[config.mk]
export PLATFORM = sky130hd
export DESIGN_NAME = seg_xlate
export DESIGN_NICKNAME = d
export VERILOG_FILES = /design/src/rtl/seg_pkg.sv /design/src/rtl/seg_desc_table.sv /design/src/rtl/seg_addr_calc.sv /design/src/rtl/seg_out_stage.sv /design/src/rtl/seg_xlate.sv
export SDC_FILE = /design/constraint.sdc
export NUM_CORES = 1
export LEC_CHECK = 0
export BUFFER_PORTS_ARGS = -buffer_cell sky130_fd_sc_hd__clkbuf_2
export CORE_MARGIN = 2
export CORE_UTILIZATION = 55
export CTS_CLUSTER_SIZE = 25
export DETAILED_ROUTE_END_ITERATION = 12
export PLACE_DENSITY = 0.78
export SLEW_MARGIN = 10
export SYNTH_ARGS = -nofsm -noshare
export SYNTH_HDL_FRONTEND = slang
export SYNTH_SLANG_ARGS = --single-unit
export TNS_END_PERCENT = 30
[constraint.sdc]
create_clock -name clk -period 3.1 [get_ports clk]
set_input_delay 0.155 -clock clk [delete_from_list [all_inputs] [get_ports clk]]
set_output_delay 0.155 -clock clk [all_outputs]
set_load 0.01 [all_outputs]
[src/rtl/seg_pkg.sv]
package seg_pkg;
  localparam int ADDR_W  = 32;
  localparam int SEL_W   = 16;
  localparam int LIM_W   = 20;
  localparam int RGT_W   = 8;
  localparam int PRES_B  = 7;
  localparam int RSHIFT  = 4;
  localparam int REAL_W  = SEL_W + RSHIFT;
  localparam int ROFF_W  = 16;

  typedef struct packed {
    logic [ADDR_W-1:0] base;
    logic [LIM_W-1:0]  limit;
    logic [RGT_W-1:0]  rights;
  } desc_t;

  typedef struct packed {
    logic [ADDR_W-1:0] addr;
    logic              vld;
    logic              flt;
    logic              pgreq;
  } xres_t;
endpackage

[src/rtl/seg_desc_table.sv]
module seg_desc_table
  import seg_pkg::*;
#(
  parameter int NENT  = 8,
  parameter int IDX_W = $clog2(NENT)
) (
  input  logic             clk,
  input  logic             rst_n,
  input  logic             wr_en_i,
  input  logic [IDX_W-1:0] wr_idx_i,
  input  desc_t            wr_data_i,
  input  logic [IDX_W-1:0] rd_idx_i,
  output desc_t            rd_data_o
);
  desc_t ent_q [NENT];
  desc_t ent_d [NENT];
  logic  load;

  assign load = wr_en_i;

  always_comb begin
    for (int i = 0; i < NENT; i++) begin
      ent_d[i] = ent_q[i];
      if (wr_en_i && (wr_idx_i == IDX_W'(i))) ent_d[i] = wr_data_i;
    end
  end

  always_ff @(posedge clk or negedge rst_n) begin
    if (!rst_n) begin
      for (int i = 0; i < NENT; i++) ent_q[i] <= '0;
    end else if (load) begin
      for (int i = 0; i < NENT; i++) ent_q[i] <= ent_d[i];
    end
  end

  assign rd_data_o = ent_q[rd_idx_i];
endmodule

[src/rtl/seg_addr_calc.sv]
module seg_addr_calc
  import seg_pkg::*;
(
  input  logic [SEL_W-1:0]  sel_i,
  input  logic [ADDR_W-1:0] off_i,
  input  logic              pe_i,
  input  logic              pg_i,
  input  desc_t             desc_i,
  output xres_t             res_o
);
  logic [REAL_W-1:0] real_sum;
  logic [ADDR_W-1:0] lin;
  logic              over_lim;
  logic              absent;
  logic              fault;

  assign real_sum = {sel_i, RSHIFT'(0)} + REAL_W'(off_i[ROFF_W-1:0]);
  assign lin      = desc_i.base + off_i;
  assign over_lim = off_i > ADDR_W'(desc_i.limit);
  assign absent   = !desc_i.rights[PRES_B];
  assign fault    = over_lim || absent;

  always_comb begin
    res_o = '0;
    if (!pe_i) begin
      res_o.addr = ADDR_W'(real_sum);
      res_o.vld  = 1'b1;
    end else if (fault) begin
      res_o.flt  = 1'b1;
    end else if (pg_i) begin
      res_o.addr  = lin;
      res_o.pgreq = 1'b1;
    end else begin
      res_o.addr = lin;
      res_o.vld  = 1'b1;
    end
  end
endmodule

[src/rtl/seg_out_stage.sv]
module seg_out_stage
  import seg_pkg::*;
(
  input  logic  clk,
  input  logic  rst_n,
  input  logic  req_i,
  input  xres_t res_i,
  output xres_t res_o
);
  xres_t res_q;
  xres_t res_d;
  logic  upd;

  assign upd = 1'b1;

  always_comb begin
    res_d = res_q;
    if (req_i) begin
      res_d = res_i;
    end else begin
      res_d.vld   = 1'b0;
      res_d.flt   = 1'b0;
      res_d.pgreq = 1'b0;
    end
  end

  always_ff @(posedge clk or negedge rst_n) begin
    if (!rst_n)   res_q <= '0;
    else if (upd) res_q <= res_d;
  end

  assign res_o = res_q;
endmodule

[src/rtl/seg_xlate.sv]
module seg_xlate
  import seg_pkg::*;
#(
  parameter int NENT   = 8,
  parameter int IDX_LO = 3,
  localparam int IDX_W = $clog2(NENT)
) (
  input  logic              clk,
  input  logic              rst_n,
  input  logic              req_i,
  input  logic [SEL_W-1:0]  sel_i,
  input  logic [ADDR_W-1:0] off_i,
  input  logic              pe_i,
  input  logic              pg_i,
  input  logic              wr_en_i,
  input  logic [IDX_W-1:0]  wr_idx_i,
  input  logic [ADDR_W-1:0] wr_base_i,
  input  logic [LIM_W-1:0]  wr_limit_i,
  input  logic [RGT_W-1:0]  wr_rights_i,
  output logic [ADDR_W-1:0] addr_o,
  output logic              vld_o,
  output logic              flt_o,
  output logic              pgreq_o
);
  desc_t wdesc, rdesc;
  xres_t cres, qres;

  assign wdesc.base   = wr_base_i;
  assign wdesc.limit  = wr_limit_i;
  assign wdesc.rights = wr_rights_i;

  seg_desc_table #(.NENT(NENT)) u_tab (
    .clk       (clk),
    .rst_n     (rst_n),
    .wr_en_i   (wr_en_i),
    .wr_idx_i  (wr_idx_i),
    .wr_data_i (wdesc),
    .rd_idx_i  (sel_i[IDX_LO +: IDX_W]),
    .rd_data_o (rdesc)
  );

  seg_addr_calc u_calc (
    .sel_i  (sel_i),
    .off_i  (off_i),
    .pe_i   (pe_i),
    .pg_i   (pg_i),
    .desc_i (rdesc),
    .res_o  (cres)
  );

  seg_out_stage u_out (
    .clk   (clk),
    .rst_n (rst_n),
    .req_i (req_i),
    .res_i (cres),
    .res_o (qres)
  );

  assign addr_o  = qres.addr;
  assign vld_o   = qres.vld;
  assign flt_o   = qres.flt;
  assign pgreq_o = qres.pgreq;
endmodule

==> results.toml <==
[run_status]
outcome = "complete, but fails checks"
violations = "negative setup slack"

[detailed_routing]
wirelength_um = 58600
routedWlPerCell_um = 23.7
via_per_inst = 6.09
ant_nets = 0
drt-initial-drc-count = 1129
drc = 0
vias = 15000
firstDrtPassIters = 5

[global_route]
grt_pass1_vias = 16000
grt.total_usage_pct = 27.5
grt_pass1_wl_um = 91600
met3_usage_pct = 5.87
top_usage_layer = "met2"
grt_max_degree = 94
gr-usage-met1_pct = 37.3
gr-total-overflow = 0
met2_usage_pct = 45.4
antenna_found_initial = 2

[layout]
seq_area_um2 = 11500
fillerInstances = 2779
final_core_util_pct = 68.1
nNetsFinal = 2083
layout-drive-gt1-share_pct = 51.7
multi_input_area_um2 = 11100
areaGrowthSynthToFinish_pct = 22.0

[synthesis]
synth_common_cells = "dfrtp_1 (459), mux2_2 (457), mux4_2 (106)"
synth_cell_type_count = 65
synth.area.top_cells = "dfrtp_1 (50%), mux2_2 (23%), mux4_2 (10%), ha_1 (3.5%), clkbuf_1 (1.1%)"
synth-edff-count = 0
syn-cell-area_um2 = 22800
avgSynthCellArea_um2 = 14.4
synth_flop_cell = "dfrtp_1"
synth_seq_cells = 459
ys_warn_count = 0
async_flop_share_pct = 100
yosysTopAreaCell = "dfrtp_1"
synth_nets = 1764
yosysMostFrequentCell = "dfrtp_1"
netlist.area_leader.share_pct = 50.4
synth_seq_area_share_pct = 50.4
synthCells = 1582

[power]
pwr-share-comb_pct = 27.3
seqPwrFrac_pct = 42.2
power.density_nw_per_um2 = 673
switchingPower_mw = 5.14
internal_power_mw = 13.6
pwr-share-clk_pct = 30.5
finalPower_mw = 18.7
power.leakage_nw = 12.2
irDropWorstVdd_v = 0.000401
switching_share_pct = 27.5

[clocking]
clk_latency_ns = 0.58
cts-buffers-inserted = 46
clkTransAtPathRegs_ns = 0.07
cts_tree = "yes"
cts_root_buffer = "clkbuf_16"
htree_levels = 2
cts.sinks = 459
cts_buffer_depth = 3

[sta]
setup_slack_ns = -0.203
tightest_slew_ns = 0.797
fin_crit_ns = 3.30
min_period_over_period_pct = 107
fin_worst_skew_ns = 0.0226
setup_viol = 29
rsz0062_at_grt = "true"
relSlewSlack_pct = 46.9
fmax_mhz = 303
final_max_slew_viol_count = 0
hold_viol = 0

[setup_path]
reg2reg_slack_ns = -0.20
cp_max_fo = 3
critPathLaunchType = "flop"
worstPathRequired_ns = 3.54
end_kind = "flop"
crit_arrival_ns = 3.74
path_class = "reg -> reg"

[floorplanning]
core.rowCount = 74
dieWidth_um = 207
ioPinCount = 152
initial_core_util_pct = 55.8
die_area_um2 = 43100
core_area_um2 = 40800
fp.dieH_um = 207

[placed_design]
hpwlAfterDp_um = 38200
dp_slack_ns = -0.411
globalplace.congestion = 0.924
port_buffers = 144

[run]
drv_cap = 0

[min_path]
holdCritPathClass = "in -> reg"
[power groups by stage]
stage          Sequential [mW]  Clock (mW)  Combinational, mW
6_report                  7.91        5.71               5.10
5_1_grt                   8.03        6.01               5.50
2_1_floorplan             7.74           0               3.25
3_3_place_gp              7.87           0               4.62
4_1_cts                   7.88        5.78               4.98
3_5_place_dp              7.97           0               4.78
[worst paths after layout]
check / from / endpoint / cells past startpoint
setup / recovery: u_tab.ent_q[268] / u_out.res_o[31] / 13
hold / removal: sel_i[14] / u_out.res_o[21] / 4
setup reg to reg: u_tab.ent_q[268] / u_out.res_o[31] / 13
hold reg to reg: u_out.res_o[15] / u_out.res_o[15] / 1
max in group asynchronous: rst_n / u_tab.ent_q[248] / 3
min in group asynchronous: rst_n / u_tab.ent_q[325] / 2
[through the flow]
step	TNS (ns)	cell area [um2]	hold slack, ns	instances
after floorplan	-1.69	23000	-0.141	1582
after global placement	-9.15	25400	0.238	2321
after detailed placement	-10.42	25400	0.243	2321
after CTS	-1.08	27600	0.0430	2465
after global routing	-5.60	27800	0.0965	2471
final	-2.64	27800	0.0705	2471
[layout make-up]
type                            instances  area share (%)
Clock inverter                         10           0.473
Inverter                               26           0.351
Timing Repair Buffer                  363            10.2
Antenna cell                            2          0.0180
Clock buffer                           74            5.14
Tap cell                              532            2.39
Multi-Input combinational cell       1005            40.1
Sequential cell                       459            41.3
[sequential cells by signal, indices dropped and copies added, names as in the netlist]
signal,count
u_out.res_o,35
u_tab.ent_q,424
[what timing repair did]
item                                   4_1_cts  5_1_grt
hold buffers                                57        0
endpoints found under the hold margin      512        0
pin swaps                                   19       21
buffers inserted                             3        4
resized for setup                           23       26
setup endpoints to repair                   22       34
[worst max-delay path, stage by stage, from the launching register on]
cell	delay [ns]
dfrtp_1	0.39
mux4_2	0.48
mux2_4	0.30
ha_4	0.17
fa_2	0.39
a211oi_4	0.28
o21ai_2	0.11
nand3_2	0.11
nand3_4	0.09
a31oi_4	0.26
nor3_4	0.07
a221oi_2	0.26
xor2_1	0.18
o22ai_1	0.08
[logic make-up after synthesis]
group	count (synthesis)	share of synthesized area, %
muxes	585	34.1
DFF	459	50.4
AOI/OAI and AO/OA	170	4.94
and+or+nand+nor	150	3.37
buffers and inverters	118	2.21
adders and majority gates	65	3.64
xor gates and xnor gates	35	1.35
[layout by cell type, fill, tap and decap left out, types with 44 or more instances in the layout]
master           n
nor2_1          46
mux2_2         452
buf_4          136
mux4_2         106
a21oi_1         44
ha_1            54
dfrtp_1        459
clkbuf_2       140
clkbuf_16       47
dlygate4sd3_1   57
[per-layer routing]
| layer | vias up | part of all wire, % |
|---|---|---|
| li1 | 6611 | - |
| met2 | 449 | 49 |
| met4 | 0 | 2.1 |
| met3 | 95 | 6.2 |
| met5 | - | 0 |
| met1 | 7886 | 42 |
Power figures use the tool's default switching activity.
